<file path="src/rtl/remap_pkg.sv">
package remap_pkg;

  // strobes from control to datapath
  typedef struct packed {
    logic clear;
    logic capture;
    logic advance;
  } strb_t;

  // returns {hi, mid, lo} dimension numbers for a weight order code
  function automatic logic [5:0] orderDims(input logic [2:0] sel);
    case (sel)
      3'd1:    orderDims = {2'd1, 2'd2, 2'd0};
      3'd2:    orderDims = {2'd2, 2'd0, 2'd1};
      3'd3:    orderDims = {2'd0, 2'd2, 2'd1};
      3'd4:    orderDims = {2'd1, 2'd0, 2'd2};
      3'd5:    orderDims = {2'd0, 2'd1, 2'd2};
      default: orderDims = {2'd2, 2'd1, 2'd0};
    endcase
  endfunction

endpackage

</file>
<file path="src/rtl/remap_dim_ctr.sv">
module remap_dim_ctr #(
  parameter int LIM_W = 6
) (
  input  logic             clk,
  input  logic             clear,
  input  logic             capture,
  input  logic             inc,
  input  logic [LIM_W-1:0] limIn,
  output logic [LIM_W-1:0] pos,
  output logic [LIM_W-1:0] limQ,
  output logic             atEnd
);

  localparam logic [LIM_W-1:0] ONE = LIM_W'(1);

  always_ff @(posedge clk) begin
    if (clear) begin
      pos  <= '0;
      limQ <= '0;
    end else if (capture) begin
      pos  <= '0;
      limQ <= limIn;
    end else if (inc) begin
      pos  <= atEnd ? '0 : pos + ONE;
    end
  end

  assign atEnd = (pos == limQ);

  AST_POS_IN_RANGE: assert property (@(posedge clk) disable iff (clear)
    pos <= limQ) else $error("position beyond limit");

endmodule

</file>
<file path="src/rtl/remap_ctrl.sv">
module remap_ctrl
  import remap_pkg::*;
(
  input  logic  clk,
  input  logic  rst,
  input  logic  load,
  input  logic  stepReq,
  output strb_t strb,
  output logic  outValid
);

  logic vld;

  always_ff @(posedge clk) begin
    if (rst)       vld <= 1'b0;
    else if (load) vld <= 1'b1;
  end

  always_comb begin
    strb.clear   = rst;
    strb.capture = load & ~rst;
    strb.advance = stepReq & vld & ~load & ~rst;
  end

  assign outValid = vld;

  AST_VALID_AFTER_LOAD: assert property (@(posedge clk) disable iff (rst)
    load |=> outValid) else $error("not valid after load");

endmodule

</file>
<file path="src/rtl/remap_dp.sv">
module remap_dp
  import remap_pkg::*;
#(
  parameter int LIM_W = 6,
  parameter int IDX_W = 7
) (
  input  logic             clk,
  input  strb_t            strb,
  input  logic [LIM_W-1:0] limX,
  input  logic [LIM_W-1:0] limY,
  input  logic [LIM_W-1:0] limZ,
  input  logic [2:0]       invert,
  input  logic [2:0]       dimOrder,
  input  logic [IDX_W-1:0] baseOfs,
  output logic [IDX_W:0]   outIdx,
  output logic [2:0]       loopEnd
);

  localparam int NDIM = 3;
  localparam int PW   = 2 * (LIM_W + 1);
  localparam int MW   = LIM_W + IDX_W;
  localparam logic [LIM_W:0]   ONE_L = (LIM_W+1)'(1);
  localparam logic [IDX_W-1:0] ONE_W = IDX_W'(1);
  localparam logic [LIM_W-1:0] ONE_P = LIM_W'(1);

  logic [NDIM-1:0][LIM_W-1:0] limIn, limQ, pos, vEff;
  logic [NDIM-1:0][IDX_W-1:0] weightQ, weightNext;
  logic [NDIM-1:0]            incV, endV;
  logic [NDIM-1:0][LIM_W:0]   limitV;
  logic [1:0]                 dLo, dMid, dHi;
  logic [PW-1:0]              wMidW, wHiW;
  logic [2:0]                 invQ;
  logic [IDX_W-1:0]           ofsQ, accSum;

  assign limIn[0] = limX;
  assign limIn[1] = limY;
  assign limIn[2] = limZ;

  // carry chain: each level advances when all inner levels wrap
  assign incV[0] = strb.advance;
  assign incV[1] = strb.advance & endV[0];
  assign incV[2] = strb.advance & endV[0] & endV[1];

  for (genvar g = 0; g < NDIM; g++) begin : gDim
    remap_dim_ctr #(.LIM_W(LIM_W)) uCtr (
      .clk     (clk),
      .clear   (strb.clear),
      .capture (strb.capture),
      .inc     (incV[g]),
      .limIn   (limIn[g]),
      .pos     (pos[g]),
      .limQ    (limQ[g]),
      .atEnd   (endV[g])
    );
    assign vEff[g] = invQ[g] ? (limQ[g] - pos[g]) : pos[g];
  end

  // weights are worked out once, at load time
  always_comb begin
    {dHi, dMid, dLo} = orderDims(dimOrder);
    for (int d = 0; d < NDIM; d++) limitV[d] = {1'b0, limIn[d]} + ONE_L;
    wMidW = {{(PW-LIM_W-1){1'b0}}, limitV[dLo]};
    wHiW  = wMidW * {{(PW-LIM_W-1){1'b0}}, limitV[dMid]};
    for (int d = 0; d < NDIM; d++) begin
      if (2'(d) == dLo)       weightNext[d] = ONE_W;
      else if (2'(d) == dMid) weightNext[d] = wMidW[IDX_W-1:0];
      else                    weightNext[d] = wHiW[IDX_W-1:0];
    end
  end

  always_ff @(posedge clk) begin
    if (strb.clear) begin
      invQ <= '0;
      ofsQ <= '0;
      for (int d = 0; d < NDIM; d++) weightQ[d] <= ONE_W;
    end else if (strb.capture) begin
      invQ    <= invert;
      ofsQ    <= baseOfs;
      weightQ <= weightNext;
    end
  end

  always_comb begin
    logic [MW-1:0] prod;
    accSum = '0;
    for (int d = 0; d < NDIM; d++) begin
      prod   = {{IDX_W{1'b0}}, vEff[d]} * {{LIM_W{1'b0}}, weightQ[d]};
      accSum = accSum + prod[IDX_W-1:0];
    end
  end

  assign outIdx  = {1'b0, accSum} + {1'b0, ofsQ};
  assign loopEnd = {endV[0] & endV[1] & endV[2], endV[0] & endV[1], endV[0]};

  AST_HOLD_IDLE: assert property (@(posedge clk) disable iff (strb.clear)
    (!strb.advance && !strb.capture) |=> ($stable(outIdx) && $stable(loopEnd)))
    else $error("output moved without step");

  AST_INNER_STEP: assert property (@(posedge clk) disable iff (strb.clear)
    (strb.advance && !loopEnd[0]) |=> (pos[0] == $past(pos[0]) + ONE_P))
    else $error("inner counter did not step");

  AST_WRAP_TO_START: assert property (@(posedge clk) disable iff (strb.clear)
    (strb.advance && loopEnd == 3'b111) |=> (pos == '0))
    else $error("no wrap after nest end");

  AST_CAPTURE_FIRST: assert property (@(posedge clk) disable iff (strb.clear)
    strb.capture |=> (pos == '0))
    else $error("load did not restart walk");

endmodule

</file>
<file path="src/rtl/remap_idx_gen.sv">
module remap_idx_gen
  import remap_pkg::*;
#(
  parameter int LIM_W = 6,
  parameter int IDX_W = 7
) (
  input  logic             clk,
  input  logic             rst,
  input  logic             load,
  input  logic [LIM_W-1:0] limX,
  input  logic [LIM_W-1:0] limY,
  input  logic [LIM_W-1:0] limZ,
  input  logic [2:0]       invert,
  input  logic [2:0]       dimOrder,
  input  logic [IDX_W-1:0] baseOfs,
  input  logic             stepReq,
  output logic             outValid,
  output logic [IDX_W:0]   outIdx,
  output logic [2:0]       loopEnd
);

  strb_t strb;

  remap_ctrl uCtrl (
    .clk      (clk),
    .rst      (rst),
    .load     (load),
    .stepReq  (stepReq),
    .strb     (strb),
    .outValid (outValid)
  );

  remap_dp #(.LIM_W(LIM_W), .IDX_W(IDX_W)) uDp (
    .clk      (clk),
    .strb     (strb),
    .limX     (limX),
    .limY     (limY),
    .limZ     (limZ),
    .invert   (invert),
    .dimOrder (dimOrder),
    .baseOfs  (baseOfs),
    .outIdx   (outIdx),
    .loopEnd  (loopEnd)
  );

endmodule

</file>
<file path="config.mk">
export PLATFORM = sky130hd
export DESIGN_NAME = remap_idx_gen
export DESIGN_NICKNAME = d
export VERILOG_FILES = /design/src/rtl/remap_pkg.sv /design/src/rtl/remap_dim_ctr.sv /design/src/rtl/remap_ctrl.sv /design/src/rtl/remap_dp.sv /design/src/rtl/remap_idx_gen.sv
export SDC_FILE = /design/constraint.sdc
export NUM_CORES = 1
export LEC_CHECK = 0
export BUFFER_PORTS_ARGS = -buffer_cell sky130_fd_sc_hd__buf_2
export CORE_ASPECT_RATIO = 2
export CORE_MARGIN = 2
export CORE_UTILIZATION = 30
export DETAILED_ROUTE_END_ITERATION = 10
export GPL_ROUTABILITY_DRIVEN = 0
export SLEW_MARGIN = 25
export SYNTH_ARGS = -nofsm -noshare
export SYNTH_HDL_FRONTEND = slang
export SYNTH_SLANG_ARGS = --single-unit
</file>
<file path="constraint.sdc">
create_clock -name clk -period 9.75 [get_ports clk]
set_input_delay 0.4875 -clock clk [delete_from_list [all_inputs] [get_ports clk]]
set_output_delay 0.4875 -clock clk [all_outputs]
set_load 0.1 [all_outputs]
</file>
== Word level (Yosys, flattened, before mapping) ==
Cells that the tools add are included.

* Bits in registers: 68
* Output and inout bits: 12
* Logic and storage cells: 72

* Add/subtract/negate cells: 12
* Multipliers: 4
* Magnitude comparators: 2
* Equality and inequality tests: 12
* Mux-type cells: 17
* Bitwise logic cells: 10
* Reduce and logical (&&, ||, !) cells: 3

{| class="wikitable"
|+ Operator list
! operator !! number
|-
| $mux 7 || 8
|-
| $mux 6 || 6
|-
| $bmux 7 s2 || 2
|-
| $add 6x1->7 const B || 3
|-
| $mul 6x7->7 || 3
|-
| $pmux 4 s5 || 1
|-
| $add 6x1->6 const B || 3
|-
| $eq 6x6->1 || 3
|-
| $sub 6x6->6 || 3
|-
| $add 7x7->7 || 2
|-
| $add 7x7->8 || 1
|-
| $and 1x1->1 || 8
|-
| $mul 7x7->7 || 1
|-
| $eq 3x2->1 const B || 2
|-
| $eq 3x3->1 const B || 2
|-
| $lt 2x3->1 const B || 2
|-
| $eq 1x2->1 const A || 2
|-
| $eq 2x2->1 const A || 2
|-
| $logic_not 2->1 || 2
|-
| $eq 3x1->1 const B || 1
|-
| $not 1->1 || 2
|-
| $reduce_or 2->1 || 1
|}

== Longest topological paths before layout ==
Gate-level depths: netlist of the first run.

* Depth in word-level cells: 7
* Gate-level depth with buffers: 30

== Hierarchy ==
Synthesis of the first run repeated with hierarchy kept, for this count alone.

* Cell total of the unflattened synthesis: 863
* Area total of the unflattened synthesis: 7420.9 um^2

{| class="wikitable"
|+ Modules (own cells, without submodules)
! module !! times used !! cells each !! area each (um^2)
|-
| remap_dp || 1 || 690 || 5766.8
|-
| remap_dim_ctr || 3 || 56 || 531.8
|-
| remap_ctrl || 1 || 5 || 58.8
|}

== Worst setup path after synthesis of the first run ==
OpenSTA, ideal clock, no wires.

* Path type: register -> output
* Start: register uDp.gDim[2].uCtr.pos[1]
* End: output port outIdx[6]
* Arrival: 8.384 ns
* Required time: 9.263 ns
* Path slack: 0.878 ns
* Stages on the path, launching flop included: 28
* Cells stage by stage: dfxtp_1 -> inv_1 -> ha_1 -> nor2b_1 -> o211ai_1 -> a31oi_1 -> or3_1 -> a21boi_0 -> xor2_1 -> nand2_1 -> fa_1 -> inv_1 -> fa_1 -> fa_1 -> fa_1 -> fa_1 -> inv_1 -> fa_1 -> inv_1 -> ha_1 -> a21oi_1 -> xnor2_1 -> xnor2_1 -> xnor2_1 -> xnor2_1 -> xnor3_1 -> ha_1 -> xnor2_1

* Cells in the longest elaborated chain, start to end: 5

{| class="wikitable"
|+ Ends and longest elaborated chain
! element !! RTL line !! source
|-
| from (decl) || remap_dim_ctr.sv:9 || <nowiki>output logic [LIM_W-1:0] pos,</nowiki>
|-
| from (signal assigned) || remap_dim_ctr.sv:24 || <nowiki>pos <= atEnd ? '0 : pos + ONE;</nowiki>
|-
| $sub 6x6->6 || remap_dp.sv:55 || <nowiki>assign vEff[g] = invQ[g] ? (limQ[g] - pos[g]) : pos[g];</nowiki>
|-
| $mux 6 (*) || remap_dp.sv:55 ||
|-
| $mul 6x7->7 (*) || remap_dp.sv:87 || <nowiki>prod = {{IDX_W{1'b0}}, vEff[d]} * {{LIM_W{1'b0}}, weightQ[d]};</nowiki>
|-
| $add 7x7->7 (*) || remap_dp.sv:88 || <nowiki>accSum = accSum + prod[IDX_W-1:0];</nowiki>
|-
| $add 7x7->8 (*) || remap_dp.sv:92 || <nowiki>assign outIdx = {1'b0, accSum} + {1'b0, ofsQ};</nowiki>
|-
| to (decl) || remap_idx_gen.sv:18 || <nowiki>output logic [IDX_W:0] outIdx,</nowiki>
|}

Every way passes the cells marked *; elsewhere a longest branch is shown, timed or not.

== Worst setup path after layout of the first run ==
Ends and elaborated chain as after synthesis.

==> impl_metrics.tcl, run 1 <==
set metrics [dict create \
    row_count 80 \
    portBuffers 46 \
    multi_input_area_mm2 0.00535 \
    dieArea_mm2 0.0254 \
    first_pass_iters 5 \
    ys_seq_area_share_pct 18.8 \
    clock-sinks 68 \
    async_reset_ff_share_pct 0 \
    ant_nets 0 \
    cts_setup_buffers 0 \
    post-route-drc-count 0 \
    vias_per_cell 5.03 \
    cts_tree "built" \
    period_needed_ns 8.70 \
    synth_area_per_cell_um2 8.16 \
    path_max_fanout 5 \
    drv_slew 0 \
    rr_worst_depth 10 \
    start_kind "register" \
    status "finished, final reports clean" \
    setup_viol_count_final 0 \
    core_area_mm2 0.0237 \
    finalSetupTns_ns 0 \
    htree_levels 3 \
    rsz0062_at_grt "false" \
    ys_warn_count 0 \
    hold_ws_ns 0.370 \
    cts_buffers 9 \
    fin_skew_ns 0.00779 \
    gr-usage-all-layers_pct 16.1 \
    syn-num-nets 1039 \
    cts.clk_slew.worst_paths_ns 0.06 \
    drive_gt1_share_pct 8.64 \
    hold_viol 0 \
    nets 1075 \
    route.vias.total 6102 \
    cts_hold_buf 0 \
    required_ns 9.26 \
    cp_slowest_cell "fa_1" \
    antenna_cells 0 \
    reg2reg_to "uDp.gDim[2].uCtr.pos[5]" \
    cts_root_buf "clkbuf_16" \
    clock_path_buffers 2 \
    ir_drop_uv 114 \
    slowest_delay_ns 0.55 \
    slew_headroom_pct 25.0 \
    post_cts_resized 0 \
    p_per_area_mw_per_mm2 150 \
    wirelength_um 19700 \
    tightest_slew_ns 1.11 \
    fill_cells 2471 \
    netlist_instances 885 \
    crit_top_cell "fa_1" \
    initialDrtViolationCount 205 \
    ys_ff_latch 68 \
    syn_area_mm2 0.00722 \
    insertion_delay_ns 0.35 \
    grt_pass1_wl_um 31700 \
    area_growth_pct 10.8 \
    cp-endpoint "outIdx[6]" \
    p_leak_nw 3.49 \
    maxCapViolCount 0 \
    synth_edf_count 0 \
    initial_core_util_pct 30.4 \
    antenna_found_initial 0 \
    dieWidth_um 114 \
    hp-class "in -> reg" \
    regArea_mm2 0.00136 \
    grt_max_degree 41 \
    r2r_start "uDp.gDim[0].uCtr.pos[3]" \
    cp-end-kind "primary output" \
    clock.fmax_ghz 0.115 \
    wl_per_cell_um 16.2 \
    grt_pass1_vias 6211 \
    cp.arrival_ns 8.21 \
    die_h_um 223 \
    grt-ovfl-total 0 \
    crit_start "uDp.gDim[2].uCtr.pos[1]" \
    post-route-period-util_pct 89.2 \
    r2r_slack_ns 7.06 \
    synth_cell_type_count 57 \
    ys.flop_type "dfxtp_1" \
    io_pins 47 \
    crit_type "reg -> out" \
    dp_hpwl_um 16300 \
]
## logic make-up (layout without fill, tap and decap cells)
family                     Yosys count  count (layout)  share of synthesized area [%]
AOI/OAI and AO/OA                  138             138                           12.4
xor gates and xnor gates            90              90                           11.4
adders and majority gates          119             119                           25.7
buffers and inverters              128             169                           7.10
DFF                                 68              68                           18.8
muxes                               39              39                           5.42
and+or+nand+nor                    303             303                           19.1
## worst min path at each step
| stage | slack [ns] | depth (start not counted) | to | from |
|---|---|---|---|---|
| after floorplan | 0.44 | 2 | uDp.weightQ[13] | uDp.weightQ[13] |
| after global placement | 0.47 | 2 | uDp.weightQ[13] | uDp.weightQ[13] |
| after detailed placement | 0.47 | 2 | uDp.weightQ[13] | uDp.weightQ[13] |
| after CTS | 0.36 | 3 | uDp.ofsQ[0] | baseOfs[0] |
| after global routing | 0.38 | 3 | uDp.invQ[2] | invert[2] |
| final | 0.37 | 3 | uDp.invQ[1] | invert[1] |
## cells in the mapped netlist (all sizes together), types with 4 or more instances
| cell | instances | area [um2] |
|---|---|---|
| mux2i | 38 | 380 |
| a221oi | 4 | 41.3 |
| nor2 | 96 | 363 |
| o31ai | 4 | 35.0 |
| buf | 16 | 92.6 |
| fa | 49 | 981 |
| xnor2 | 63 | 559 |
| a22oi | 4 | 30.0 |
| o211ai | 5 | 37.5 |
| o22ai | 10 | 62.6 |
| ha | 70 | 876 |
| clkbuf | 10 | 37.5 |
| a21oi | 44 | 231 |
| o21ai | 35 | 190 |
| nand3 | 20 | 100 |
| o221ai | 5 | 50.0 |
| and3 | 4 | 25.0 |
| dfxtp | 68 | 1360 |
| a21o | 7 | 52.6 |
| and2 | 27 | 169 |
| nand2 | 100 | 375 |
| xor2 | 25 | 219 |
| nand2b | 12 | 75.1 |
| inv | 102 | 383 |
| o21a | 4 | 37.5 |
| nor2b | 16 | 100 |
| nand4 | 7 | 43.8 |
| nor3 | 10 | 50.1 |
## layout make-up
type | instances | area share (%)
timing repair buffer | 51 | 3.34
inverter | 102 | 4.78
clock inverter | 6 | 0.594
multi-input combinational | 689 | 66.8
sequential | 68 | 17.0
tap | 287 | 4.49
clock buffer | 10 | 2.98
## critical path, delay by kind of cell (launching register included)
family                   cells  cell delay [ns]
adder cells (fa/ha/maj)      9             4.02
XOR/XNOR                     7             1.41
AO/OA/AOI/OAI                4             0.74
buffers and inverters        5             0.69
AND/OR/NAND/NOR              3             0.58
flip-flops                   1             0.40
## metrics by stage
stage          power [mW]  util (%)  instance area, um2  worst slack [ns]  cells
2_1_floorplan       0.770         -                7220             0.878    885
3_3_place_gp        0.884      32.5                7720              1.50   1197
3_5_place_dp        0.891      32.5                7720              1.39   1197
4_1_cts              1.22      33.8                8010              1.00   1213
5_1_grt              1.28      33.8                8010             0.533   1213
6_report             1.20      33.8                8010              1.05   1213
## layout by cell type (no fill, tap or decap), drive strengths merged, types with 3 or more instances in the layout
cell      netlist  routed
nand2         100     100
a21o            7       7
o211ai          5       5
a22oi           4       4
nand3          20      20
inv           102     104
clkbuf         10      10
and2           27      27
a221oi          4       4
buf            16      51
and3            4       4
nor3           10      10
o21ai          35      35
fa             49      49
o22ai          10      10
dfxtp          68      68
and2b           3       3
o31ai           4       4
nand2b         12      12
ha             70      70
o21a            4       4
nand4           7       7
clkinvlp        0       4
nor2b          16      16
xor2           25      25
a21oi          44      44
a21boi          3       3
mux2i          38      38
o221ai          5       5
nor2           96      96
xnor2          63      63
## per-layer routing
metal	wire length [um]	part of all wire [%]	GRT usage, %
met1	7090	36	15.6
met2	10900	55	31.4
met3	519	2.6	1.85
met4	1200	6.1	9.95
met5	0	0	0
## where the power goes
part / internal, mW / switching (mW) / total [mW]
clock network: 0.181 / 0.137 / 0.317
logic: 0.195 / 0.365 / 0.560
registers: 0.299 / 0.0235 / 0.322
## registers in the layout, indices dropped and copies added (netlist names)
register            count
uCtrl.outValid          1
uDp.gDim.uCtr.limQ     18
uDp.gDim.uCtr.pos      18
uDp.invQ                3
uDp.ofsQ                7
uDp.weightQ            21
Power figures use the tool's default switching activity.
==> run 2, diff against run 1 <==
==> constraint.sdc (replaced) <==
create_clock -name clk -period 9.75 [get_ports clk]
set_input_delay 1.95 -clock clk [delete_from_list [all_inputs] [get_ports clk]]
set_output_delay 1.95 -clock clk [all_outputs]
set_load 0.1 [all_outputs]
==> impl_metrics.tcl, run 2 (synthesis gave the netlist of run 1 again) <==
set metrics [dict create \
    drive_gt1_share_pct 12.3 \
    dieWidth_um 114 \
    slowest_delay_ns 0.57 \
    final_common_cell "inv_1" \
    cts_tree "built" \
    portBuffers 46 \
    initialDrtViolationCount 253 \
    cts_hold_buf 0 \
    p_per_area_mw_per_mm2 151 \
    slew_headroom_pct 36.9 \
    nets 1085 \
    utilization_pct 34.8 \
    ant_nets 0 \
    hold_viol 0 \
    crit_start "uDp.gDim[2].uCtr.pos[1]" \
    clock.fmax_ghz 0.106 \
    core_area_mm2 0.0237 \
    grt_max_degree 41 \
    drv_slew 0 \
    switching_share_pct 42.9 \
    post-route-period-util_pct 96.7 \
    p_seq_share_pct 25.8 \
    regMostFlops "uDp.weightQ" \
    insertion_delay_ns 0.36 \
    first_pass_iters 4 \
    comb_power_share_pct 47.3 \
    largest_register_ff_count 21 \
    gr-usage-all-layers_pct 16.3 \
    io_pins 47 \
    cts_root_buf "clkbuf_16" \
    tightest_slew_ns 0.946 \
    cts_buffers 9 \
    area_growth_pct 14.2 \
    reg.largest.list "uDp.weightQ (21), uDp.gDim.uCtr.limQ (18), uDp.gDim.uCtr.pos (18)" \
    htree_levels 3 \
    internal_power_uw 713 \
    wl_per_cell_um 16.6 \
    required_ns 7.80 \
    crit_top_cell "fa_1" \
    antenna_cells 0 \
    cts.clk_slew.worst_paths_ns 0.07 \
    final_cell_mix "inv_1 (100), nand2_1 (99), nor2_1 (95)" \
    post-route-drc-count 0 \
    finalSetupTns_ns 0 \
    clock-sinks 68 \
    fin_area_mm2 0.00825 \
    r2r_start "uDp.gDim[0].uCtr.pos[3]" \
    cp_slowest_cell "fa_1" \
    antenna_found_initial 0 \
    ir_drop_uv 119 \
    maxCapViolCount 0 \
    wirelength_um 20300 \
    route.vias.total 6190 \
    path_delay_family "adder cells" \
    cp.depth 29 \
    row_count 80 \
    cp.arrival_ns 7.48 \
    dp_hpwl_um 16800 \
    p_sw_uw 536 \
    p_leak_nw 3.59 \
    status "finished, final reports clean" \
    cp-endpoint "outIdx[7]" \
    grt_pass1_vias 6326 \
    path_max_fanout 4 \
    reg2reg_to "uDp.gDim[2].uCtr.pos[5]" \
    initial_core_util_pct 30.4 \
    dpl_cell_area_mm2 0.00779 \
    vias_per_cell 5.06 \
    period_needed_ns 9.43 \
    fin_skew_ns 0.0137 \
    setup_viol_count_final 0 \
    die_h_um 223 \
    grt-ovfl-total 0 \
    rr_worst_depth 10 \
    hp-class "reg -> reg" \
    clock_path_buffers 2 \
    dieArea_mm2 0.0254 \
    cp-end-kind "primary output" \
    crit_buf_inv 5 \
    crit_type "reg -> out" \
    grt_pass1_wl_um 31900 \
    start_kind "register" \
    pwr-share-clk_pct 26.9 \
    r2r_slack_ns 7.04 \
]
-- run 2: cell types whose count changed in the layout (fill, tap and decap cells not counted), sizes merged --
cell	previous run	this run
buf	51	61
bufinv	0	1
clkbuf	10	9
clkinv	0	3
clkinvlp	4	1
-- run 2: worst min-delay path by stage --
stage                            startpoint                 endpoint  cells past startpoint
finish              uDp.gDim[0].uCtr.pos[1]  uDp.gDim[0].uCtr.pos[1]                      2
global route        uDp.gDim[0].uCtr.pos[1]  uDp.gDim[0].uCtr.pos[1]                      2
CTS                 uDp.gDim[2].uCtr.pos[1]  uDp.gDim[2].uCtr.pos[1]                      2
detailed placement          uDp.weightQ[13]          uDp.weightQ[13]                      2
global placement            uDp.weightQ[13]          uDp.weightQ[13]                      2
floorplan                   uDp.weightQ[13]          uDp.weightQ[13]                      2
-- run 2: stage by stage --
step	hold WS (ns)	instances	worst slack [ns]	power (mW)
2_1_floorplan	0.436	885	0.0327	0.772
3_3_place_gp	0.466	1202	0.242	0.900
3_5_place_dp	0.474	1202	0.138	0.909
4_1_cts	0.488	1218	0.00175	1.25
5_1_grt	0.488	1223	-0.0114	1.33
6_report	0.472	1223	0.322	1.25
-- run 2: what timing repair did --
action,CTS,global route
gates resized for setup,5,26
setup endpoints to repair,2,2
setup buffers,0,5
cloned,0,0
pin swaps,1,23
-- run 2: cell type report --
type / count / area, um2
Fill cell: 2480 / 15500
Multi-Input combinational cell: 689 / 5460
Sequential cell: 68 / 1370
Inverter: 102 / 383
Timing Repair Buffer: 61 / 373
Tap cell: 287 / 359
Clock buffer: 9 / 225
Clock inverter: 7 / 73.8
-- run 2: power by group through the flow --
stage	logic (mW)	clock network (mW)	registers [mW]
final	0.590	0.336	0.322
after global routing	0.647	0.358	0.325
after CTS	0.586	0.346	0.322
after detailed placement	0.582	0	0.328
after global placement	0.573	0	0.327
after floorplan	0.454	0	0.319
-- run 2: worst reg2reg max path: cells and delay by family (launching register included) --
kind          cells  cell delay [ns]
buf+inv           1             0.11
simple gates      7             1.62
fa+ha+maj         1             0.34
xor+xnor          1             0.14
flops             1             0.38
-- run 2: metal layers --
layer | vias to the layer above | track usage, % | part of all wire, %
met5 | - | 0 | 0
met4 | 0 | 8.62 | 4.7
met3 | 52 | 1.77 | 3.0
met2 | 144 | 32.5 | 56
met1 | 2990 | 15.9 | 36
li1 | 3004 | - | -
